<file path="src/rtl/dbm_pkg.sv">
package dbm_pkg;
  typedef enum logic [1:0] {
    KIND_NONE = 2'd0,
    KIND_STAT = 2'd1,
    KIND_SET  = 2'd2,
    KIND_CLR  = 2'd3
  } reg_kind_e;

  localparam int unsigned OFS_STAT   = 0;
  localparam int unsigned OFS_SET    = 8;
  localparam int unsigned OFS_CLR    = 16;
  localparam int unsigned TX_DISTANCE = 256;
endpackage

</file>
<file path="src/rtl/dbm_addr_decode.sv">
module dbm_addr_decode
  import dbm_pkg::*;
#(
  parameter int unsigned NCH = 3,
  parameter int unsigned AW  = 12,
  parameter logic [NCH*AW-1:0] BASES = {12'h200, 12'h020, 12'h000}
) (
  input  logic [AW-1:0]      addr,
  output logic [2*NCH-1:0]   bank_sel,
  output reg_kind_e          kind
);
  localparam int unsigned NBANK = 2 * NCH;

  always_comb begin
    bank_sel = '0;
    kind     = KIND_NONE;
    for (int c = 0; c < NCH; c++) begin
      for (int s = 0; s < 2; s++) begin
        logic [AW-1:0] b;
        b = BASES[c*AW +: AW] + ((s == 1) ? AW'(TX_DISTANCE) : AW'(0));
        if (addr == b + AW'(OFS_STAT)) begin
          bank_sel[2*c+s] = 1'b1;
          kind = KIND_STAT;
        end else if (addr == b + AW'(OFS_SET)) begin
          bank_sel[2*c+s] = 1'b1;
          kind = KIND_SET;
        end else if (addr == b + AW'(OFS_CLR)) begin
          bank_sel[2*c+s] = 1'b1;
          kind = KIND_CLR;
        end
      end
    end
  end


  dec_onehot_chk: assert final ($onehot0(bank_sel) && ((bank_sel == '0) == (kind == KIND_NONE)) || $isunknown(addr));
endmodule

</file>
<file path="src/rtl/dbm_bank.sv">
module dbm_bank #(
  parameter int unsigned W = 32
) (
  input  logic         clk,
  input  logic         rst_n,
  input  logic [W-1:0] set_mask,
  input  logic [W-1:0] clr_mask,
  output logic [W-1:0] word_q
);
  always_ff @(posedge clk or negedge rst_n) begin
    if (!rst_n) word_q <= '0;
    else        word_q <= (word_q & ~clr_mask) | set_mask;
  end


  set_lands_chk: assert property (@(posedge clk) disable iff (!rst_n)
    (|set_mask) |=> ((word_q & $past(set_mask)) == $past(set_mask)));


  set_beats_clr_chk: assert property (@(posedge clk) disable iff (!rst_n)
    (|(set_mask & clr_mask)) |=> ((word_q & $past(set_mask & clr_mask)) == $past(set_mask & clr_mask)));


  clr_drops_chk: assert property (@(posedge clk) disable iff (!rst_n)
    (|(clr_mask & ~set_mask)) |=> ((word_q & $past(clr_mask & ~set_mask)) == '0));


  quiet_hold_chk: assert property (@(posedge clk) disable iff (!rst_n)
    (set_mask == '0 && clr_mask == '0) |=> $stable(word_q));
endmodule

</file>
<file path="src/rtl/dbm_rd_mux.sv">
module dbm_rd_mux
  import dbm_pkg::*;
#(
  parameter int unsigned NBANK = 6,
  parameter int unsigned W     = 32
) (
  input  logic                rd_en,
  input  logic [NBANK-1:0]    bank_sel,
  input  reg_kind_e           kind,
  input  logic [NBANK*W-1:0]  words,
  output logic [W-1:0]        rdata
);
  always_comb begin
    rdata = '0;
    if (rd_en && kind == KIND_STAT) begin
      for (int b = 0; b < NBANK; b++) begin
        if (bank_sel[b]) rdata = rdata | words[b*W +: W];
      end
    end
  end
endmodule

</file>
<file path="src/rtl/doorbell_mailbox.sv">
module doorbell_mailbox
  import dbm_pkg::*;
#(
  parameter int unsigned NCH = 3,
  parameter int unsigned AW  = 12,
  parameter int unsigned W   = 32,
  parameter logic [NCH*AW-1:0] BASES = {12'h200, 12'h020, 12'h000},
  localparam int unsigned CW    = (NCH > 1) ? $clog2(NCH + 1) : 1,
  localparam int unsigned NBANK = 2 * NCH
) (
  input  logic          clk,
  input  logic          rst_n,
  input  logic          psel,
  input  logic          penable,
  input  logic          pwrite,
  input  logic [AW-1:0] paddr,
  input  logic [W-1:0]  pwdata,
  output logic [W-1:0]  prdata,
  input  logic          far_set_stb,
  input  logic [CW-1:0] far_set_ch,
  input  logic [W-1:0]  far_set_mask,
  input  logic          far_clr_stb,
  input  logic [CW-1:0] far_clr_ch,
  input  logic [W-1:0]  far_clr_mask,
  output logic [NCH-1:0] irq
);
  logic [NBANK-1:0]   bank_sel;
  reg_kind_e          kind;
  logic               wr_en;
  logic               rd_en;
  logic [NBANK*W-1:0] words;
  logic [W-1:0]       set_v [NBANK];
  logic [W-1:0]       clr_v [NBANK];

  assign wr_en = psel & penable & pwrite;
  assign rd_en = psel & ~pwrite;

  dbm_addr_decode #(.NCH(NCH), .AW(AW), .BASES(BASES)) u_dec (
    .addr     (paddr),
    .bank_sel (bank_sel),
    .kind     (kind)
  );

  for (genvar c = 0; c < NCH; c++) begin : g_ch
    for (genvar s = 0; s < 2; s++) begin : g_side
      localparam int unsigned B = 2 * c + s;
      logic [W-1:0] bus_set, bus_clr, far_set, far_clr;

      assign bus_set = (wr_en && bank_sel[B] && kind == KIND_SET) ? pwdata : '0;
      assign bus_clr = (wr_en && bank_sel[B] && kind == KIND_CLR) ? pwdata : '0;

      if (s == 0) begin : g_rx
        assign far_set = (far_set_stb && far_set_ch == CW'(c)) ? far_set_mask : '0;
        assign far_clr = '0;
      end else begin : g_tx
        assign far_set = '0;
        assign far_clr = (far_clr_stb && far_clr_ch == CW'(c)) ? far_clr_mask : '0;
      end

      assign set_v[B] = bus_set | far_set;
      assign clr_v[B] = bus_clr | far_clr;

      dbm_bank #(.W(W)) u_bank (
        .clk      (clk),
        .rst_n    (rst_n),
        .set_mask (set_v[B]),
        .clr_mask (clr_v[B]),
        .word_q   (words[B*W +: W])
      );
    end

    assign irq[c] = |words[(2*c)*W +: W];


    irq_rise_chk: assert property (@(posedge clk) disable iff (!rst_n)
      $rose(irq[c]) |-> $past(|set_v[2*c]));


    irq_fall_chk: assert property (@(posedge clk) disable iff (!rst_n)
      $fell(irq[c]) |-> $past(|clr_v[2*c]));
  end

  dbm_rd_mux #(.NBANK(NBANK), .W(W)) u_rd (
    .rd_en    (rd_en),
    .bank_sel (bank_sel),
    .kind     (kind),
    .words    (words),
    .rdata    (prdata)
  );


  nonstat_read_zero_chk: assert property (@(posedge clk) disable iff (!rst_n)
    (rd_en && kind != KIND_STAT) |-> (prdata == '0));


  unmapped_write_chk: assert property (@(posedge clk) disable iff (!rst_n)
    (wr_en && kind == KIND_NONE && !far_set_stb && !far_clr_stb) |=> $stable(words));
endmodule

</file>
<file path="config.mk">
export PLATFORM = sky130hd
export DESIGN_NAME = doorbell_mailbox
export DESIGN_NICKNAME = d
export VERILOG_FILES = /design/src/rtl/dbm_pkg.sv /design/src/rtl/dbm_addr_decode.sv /design/src/rtl/dbm_bank.sv /design/src/rtl/dbm_rd_mux.sv /design/src/rtl/doorbell_mailbox.sv
export SDC_FILE = /design/constraint.sdc
export NUM_CORES = 1
export LEC_CHECK = 0
export BUFFER_PORTS_ARGS = -buffer_cell sky130_fd_sc_hd__buf_2
export CAP_MARGIN = 10
export CORE_MARGIN = 2
export CORE_UTILIZATION = 45
export CTS_BUF_LIST = sky130_fd_sc_hd__clkbuf_4 sky130_fd_sc_hd__clkbuf_8
export CTS_CLUSTER_DIAMETER = 80
export DETAILED_ROUTE_END_ITERATION = 7
export GPL_TIMING_DRIVEN = 0
export PLACE_DENSITY = 0.62
export SLEW_MARGIN = 30
export SYNTH_ARGS = -nofsm -noshare
export SYNTH_HDL_FRONTEND = slang
export SYNTH_SLANG_ARGS = --single-unit
</file>
<file path="constraint.sdc">
create_clock -name clk -period 2.55 [get_ports clk]
set_input_delay 0.1275 -clock clk [delete_from_list [all_inputs] [get_ports clk]]
set_output_delay 0.1275 -clock clk [all_outputs]
set_load 0.1 [all_outputs]
</file>
==> results of run 1 <==
[what timing repair did]
| action | 4_1_cts | 5_1_grt |
|---|---|---|
| gates resized for setup | 68 | 45 |
| setup buffers | 0 | 3 |
| pin swaps | 0 | 1 |
| hold buffers | 65 | 0 |
| endpoints found under the setup margin | 33 | 34 |
| endpoints found under the hold margin | 336 | 0 |
| gates cloned | 0 | 0 |
[per-layer routing]
| metal | vias up | GRT usage, % | part of all wire (%) |
|---|---|---|---|
| met4 | 0 | 12.2 | 3.3 |
| li1 | 5101 | - | - |
| met1 | 5575 | 46.5 | 42 |
| met2 | 613 | 51.6 | 45 |
| met3 | 88 | 7.00 | 9.3 |
| met5 | - | 0 | 0 |
[layout make-up]
cell class                      count  area [sq um]
Sequential cell                   192          4800
Multi-Input combinational cell   1014          5990
Fill cell                        2222         10400
Clock buffer                       20           269
Tap cell                          324           405
Buffer                            133           614
Timing Repair Buffer              192          1550
Clock inverter                     12          97.6
[power breakdown]
group	internal (mW)	switching, mW	leakage, nW	total, mW
combinational	0.288	0.461	3.31	0.748
sequential	3.12	0.0964	2.21	3.22
clock	0.757	1.22	0.181	1.97
total	4.17	1.77	5.70	5.94
[logic make-up after synthesis]
| logic type | Yosys count | share of synthesized area (%) |
|---|---|---|
| AO/OA/AOI/OAI | 295 | 17.2 |
| XOR/XNOR | 1 | 0.0793 |
| buffers and inverters | 133 | 4.92 |
| flip-flops | 192 | 43.5 |
| multiplexers | 128 | 11.6 |
| AND/OR/NAND/NOR | 590 | 22.7 |
[stage by stage]
stage / hold WS, ns / power (mW) / area [sq um]
after floorplan: -0.168 / 3.56 / 11300
after global placement: 0.380 / 3.90 / 12300
after detailed placement: 0.0595 / 3.93 / 12400
after CTS: 0.00496 / 5.93 / 13600
after global routing: 0.0365 / 6.15 / 13700
final: 0.0200 / 5.94 / 13700
[worst paths after layout]
kind | from | to | cells past startpoint
min | pwdata[28] | g_ch[0].g_side[1].u_bank.word_q[28]$_DFF_PN0_ | 3
max | g_ch[2].g_side[0].u_bank.word_q[13]$_DFF_PN0_ | irq[2] | 4
min in group asynchronous | rst_n | g_ch[2].g_side[1].u_bank.word_q[2]$_DFF_PN0_ | 2
max reg2reg | g_ch[1].g_side[0].u_bank.word_q[15]$_DFF_PN0_ | g_ch[1].g_side[0].u_bank.word_q[15]$_DFF_PN0_ | 2
min reg2reg | g_ch[1].g_side[1].u_bank.word_q[22]$_DFF_PN0_ | g_ch[1].g_side[1].u_bank.word_q[22]$_DFF_PN0_ | 2
max in group asynchronous | rst_n | g_ch[1].g_side[1].u_bank.word_q[6]$_DFF_PN0_ | 4
[cells in the final DEF (no fill, tap or decap), drive strengths merged, types with 2 or more instances in the layout]
master and n:
inv 5, nand3 2, clkinvlp 3, clkbuf 134
a221oi 32, a21oi 33, nand4 8, and3 33
nand2 453, clkinv 4, o211ai 32, o22ai 32
dlygate4sd3 65, a22oi 64, buf 145, nor4 28
nor3 6, or4 5, and3b 2, nor2 39
o21ai 97, mux2i 128, dfrtp 192, or3 2
a21bo 3, nor3b 3, or2 4, nor2b 3
[worst reg2reg max path, cell delays in order (launching register included)]
cell and delay (ns):
dfrtp_1 0.45, o21ai_0 0.12, o211ai_1 0.11
==> results.yml, run 1 <==
synth:
  syn_inst: 1339
  synth_ff_type: "dfrtp_1"
  netlist_area_sq_mm: 0.0110
  ys_seq_area_share_pct: 43.5
  synth_cell_types: 38
  yosys_warnings: 0
  yosysTopAreaCellShare_pct: 43.5
  synth_area_leaders: "dfrtp_1, nand2_1, mux2i_1"
  ys_seq_elements: 192
  synth_most_common_cell: "nand2_1"
  synthTopCellsByCount: "nand2_1, dfrtp_1, mux2i_1, clkbuf_1, o21ai_0"
  synth_nets: 1458
  synth_edf_count: 0
  synthArstFlopShare_pct: 100
  yosysTopAreaCell: "dfrtp_1"
  avgSynthCellArea_sq_um: 8.25
clocking:
  clk_latency_ns: 0.47
  clk_transition_reported_paths_ns: 0.11
  cts.path.max_buffers: 2
  cts-root-buf: "clkbuf_8"
  htreeDepth: 4
  cts_tree: "built"
  clock_sinks: 192
  cts_buffers: 17
critical_path:
  crit_path_top_delay_cell: "nor4_1"
  cp_num_buf_inv: 1
  cp.required_ns: 2.42
  worstPathCellList: "nor4_1, nand4_1, or2_2, buf_2"
  r2r_slack_ns: 1.74
  start_kind: "flop"
  endpoint_kind: "output pin"
  path_max_fanout: 3
  crit_family: "simple AND/OR/NAND/NOR gates"
  max_stage_delay_ns: 0.53
  crit_arrival_ns: 2.43
  criticalPathCategory: "flop to output pin"
routing:
  first_pass_iters: 7
  detail-route-antenna-nets: 0
  drt-vias-per-instance: 6.03
  routed_wl_um: 43000
  drtIter0Drc: 1398
  drcViolationCount: 0
  wl_per_cell_um: 22.8
  vias: 11400
cells_and_area:
  utilization_pct: 56.8
  layoutNonFillerInstCount: 1887
  final_nets: 1669
  largest_register_ffs: 192
  synthToLayoutAreaGrowth_pct: 24.3
  diodes: 0
  regMostFlops: "g_ch.g_side.u_bank.word_q"
  reg_top3: "g_ch.g_side.u_bank.word_q x192"
  drive_above_1_share_pct: 16.0
timing:
  period_minus_slack_ns: 2.56
  clock_skew_ns: 0
  setup-violations-final: 1
  period_share_pct: 100
  worst_slew_margin_rel_pct: 41.3
  slew_violations: 0
  final-hold-violation-count: 0
  rsz0062_at_grt: "false"
  tns_ns: -0.00574
  max_freq_mhz: 391
  finalWorstSetupSlack_ns: -0.00574
  worstMarginPinSlew_ns: 0.881
place:
  io_buffers: 121
  dp_hpwl_um: 29800
  routabilityCongestion: 0.909
  place_inst: 1787
  post-place-ws_ns: -1.02
outcome:
  violations: "negative setup slack"
  status: "finished with violations"
worst_hold_path:
  min_path_type: "input port to flop"
floorplan:
  rows: 57
  die-area_sq_mm: 0.0258
  boundaryPins: 154
  die_w_um: 161
  start_util_pct: 45.7
  core_sq_mm: 0.0242
  die_y_um: 161
job:
  maxCapViolations: 0
grt:
  grt_max_degree: 56
  grt_antenna_before_repair: 0
  grt_pass1_wl_um: 65700
  grt_use_total_pct: 33.4
  grt_pass1_vias: 11000
  grt-ovfl-total: 0
power_and_ir_drop:
  peakVddDrop_uv: 274
  p_leak_nw: 5.70
  power_density_mw_per_mm2: 433
(Power assumes the default switching activity.)
==> run 2, diff against run 1 <==
--- a/config.mk
+++ b/config.mk
@@ -5,15 +5,15 @@
 export SDC_FILE = /design/constraint.sdc
 export NUM_CORES = 1
 export LEC_CHECK = 0
-export BUFFER_PORTS_ARGS = -buffer_cell sky130_fd_sc_hd__buf_2
 export CAP_MARGIN = 10
 export CORE_MARGIN = 2
 export CORE_UTILIZATION = 45
 export CTS_BUF_LIST = sky130_fd_sc_hd__clkbuf_4 sky130_fd_sc_hd__clkbuf_8
 export CTS_CLUSTER_DIAMETER = 80
 export DETAILED_ROUTE_END_ITERATION = 7
+export DONT_BUFFER_PORTS = 1
 export GPL_TIMING_DRIVEN = 0
-export PLACE_DENSITY = 0.62
+export PLACE_DENSITY = 0.57
 export SLEW_MARGIN = 30
 export SYNTH_ARGS = -nofsm -noshare
 export SYNTH_HDL_FRONTEND = slang
==> results.yml, run 2 (synthesis results as in run 1) <==
critical_path:
  max_stage_delay_ns: 0.60
  start_kind: "input port"
  path_max_fanout: 10
  cp.required_ns: 2.42
  worstPathCellList: "clkbuf_2, or4_1, nor4_2, clkbuf_4, buf_4, a221oi_1, nor2_4"
  crit_arrival_ns: 2.42
  r2r_cells: 2
  criticalPathCategory: "input port to output pin"
  worstSetupStartpoint: "paddr[8]"
  r2r-start: "g_ch[2].g_side[0].u_bank.word_q[13]$_DFF_PN0_"
  crit_path_top_delay_cell: "or4_1"
  r2r_end: "g_ch[2].g_side[0].u_bank.word_q[13]$_DFF_PN0_"
  r2r_slack_ns: 1.73
  endpoint_kind: "output pin"
  crit_end: "prdata[11]"
grt:
  grt_antenna_before_repair: 1
  grt-ovfl-total: 0
  grt_max_degree: 193
  grt_pass1_vias: 10700
  grt_pass1_wl_um: 66500
  grt_use_total_pct: 34.1
floorplan:
  die_y_um: 161
  start_util_pct: 45.7
  boundaryPins: 154
  core_sq_mm: 0.0242
  die-area_sq_mm: 0.0258
  rows: 57
  die_w_um: 161
cells_and_area:
  drive_above_1_share_pct: 8.61
  fin_area_sq_mm: 0.0129
  layoutNonFillerInstCount: 1765
  nFillCells: 2313
  regMostFlops: "g_ch.g_side.u_bank.word_q"
  diodes: 0
  final_common_cell: "nand2_1"
  multiInputGateArea_sq_mm: 0.00599
  final_nets: 1547
  synthToLayoutAreaGrowth_pct: 16.7
  reg_top3: "g_ch.g_side.u_bank.word_q x192"
  largest_register_ffs: 192
  final_cell_mix: "nand2_1, dfrtp_1, mux2i_1, clkbuf_1, o21ai_0"
  ff_latch_area_sq_mm: 0.00480
  utilization_pct: 53.3
power_and_ir_drop:
  total_power_mw: 5.79
  power_density_mw_per_mm2: 449
  p_leak_nw: 5.14
  peakVddDrop_uv: 315
routing:
  drcViolationCount: 0
  wl_per_cell_um: 24.7
  drt-vias-per-instance: 6.22
  vias: 11000
  first_pass_iters: 5
  drtIter0Drc: 1272
  detail-route-antenna-nets: 0
  routed_wl_um: 43500
place:
  dp_hpwl_um: 30000
  routabilityCongestion: 0.888
  place_inst: 1664
  dpl_cell_area_sq_mm: 0.0117
  io_buffers: 0
clocking:
  cts-root-buf: "clkbuf_8"
  htreeDepth: 4
  cts_buffers: 17
  cts.path.max_buffers: 2
  clk_transition_reported_paths_ns: 0.11
  cts_tree: "built"
  cts-hold-fix-buffers: 66
  clock_sinks: 192
  clk_latency_ns: 0.48
timing:
  slew_violations: 0
  worst_slew_margin_rel_pct: 32.8
  setup-violations-final: 0
  clock_skew_ns: 0
  max_freq_mhz: 392
  fin_hold_ws_ns: -0.695
  period_share_pct: 100
  final-hold-violation-count: 192
  rsz0062_at_grt: "true"
  period_minus_slack_ns: 2.55
  worstMarginPinSlew_ns: 1.01
outcome:
  violations: "negative hold slack"
  status: "finished with violations"
worst_hold_path:
  min_path_type: "input port to asynchronous set/reset pin"
job:
  maxCapViolations: 0
[run 2: cell count changes in the layout (fill, tap and decap cells not counted), sizes merged]
cell           change
buf              -119
clkbuf             -5
inv                +2
clkdlybuf4s15      -1
clkinv             +1
clkinvlp           -1
dlygate4sd3        +1
[run 2: how the worst min path moves through the flow]
stage	startpoint	end	cells after the start	slack, ns
2_1_floorplan	rst_n	g_ch[0].g_side[0].u_bank.word_q[0]$_DFF_PN0_	0	-0.17
3_3_place_gp	rst_n	g_ch[1].g_side[1].u_bank.word_q[4]$_DFF_PN0_	0	-0.16
3_5_place_dp	rst_n	g_ch[2].g_side[1].u_bank.word_q[2]$_DFF_PN0_	0	-0.16
4_1_cts	rst_n	g_ch[2].g_side[1].u_bank.word_q[2]$_DFF_PN0_	0	-0.69
5_1_grt	rst_n	g_ch[2].g_side[1].u_bank.word_q[2]$_DFF_PN0_	0	-0.72
6_report	rst_n	g_ch[2].g_side[1].u_bank.word_q[2]$_DFF_PN0_	0	-0.70
[run 2: layer usage]
layer  routed length [um]  vias up  global-route usage (%)
met3                 4110       80                    7.67
met1                18900     5433                    48.9
met2                19400      601                    51.9
met5                   11        -                       0
li1                     -     4854                       -
met4                 1180        2                    9.91
[run 2: critical path, delay by kind of cell]
| family | cells | cell delay, ns |
|---|---|---|
| and+or+nand+nor | 3 | 1.35 |
| AOI/OAI and AO/OA | 1 | 0.19 |
| buffers and inverters | 3 | 0.74 |
[run 2: metrics by stage]
| stage | hold WS (ns) | worst slack, ns | setup TNS (ns) |
|---|---|---|---|
| 6_report | -0.695 | 0.00101 | 0 |
| 5_1_grt | -0.722 | -0.0118 | -0.0239 |
| 4_1_cts | -0.690 | 0.00630 | 0 |
| 3_5_place_dp | -0.155 | -0.849 | -58.28 |
| 3_3_place_gp | -0.159 | -1.02 | -58.24 |
| 2_1_floorplan | -0.168 | -0.167 | -0.167 |
[run 2: area by class of cell]
type | instances | area share, %
buffer | 131 | 4.72
clock buffer | 18 | 1.87
clock inverter | 14 | 0.931
multi-input combinational | 1014 | 46.4
sequential | 192 | 37.3
tap | 324 | 3.14
timing repair buffer | 72 | 5.63
[run 2: what timing repair did]
action / in CTS / in global routing
cloned: 0 / 0
setup buffers: 4 / 1
gates resized for setup: 31 / 21
pin swaps: 22 / 20
hold endpoints to repair: 384 / 192
endpoints found under the setup margin: 33 / 34
[run 2: power by group]
group / internal [mW] / switching, mW / leakage, nW
Sequential: 3.13 / 0.0939 / 2.21
Combinational: 0.229 / 0.367 / 2.75
Clock: 0.718 / 1.26 / 0.184
Total: 4.07 / 1.72 / 5.14
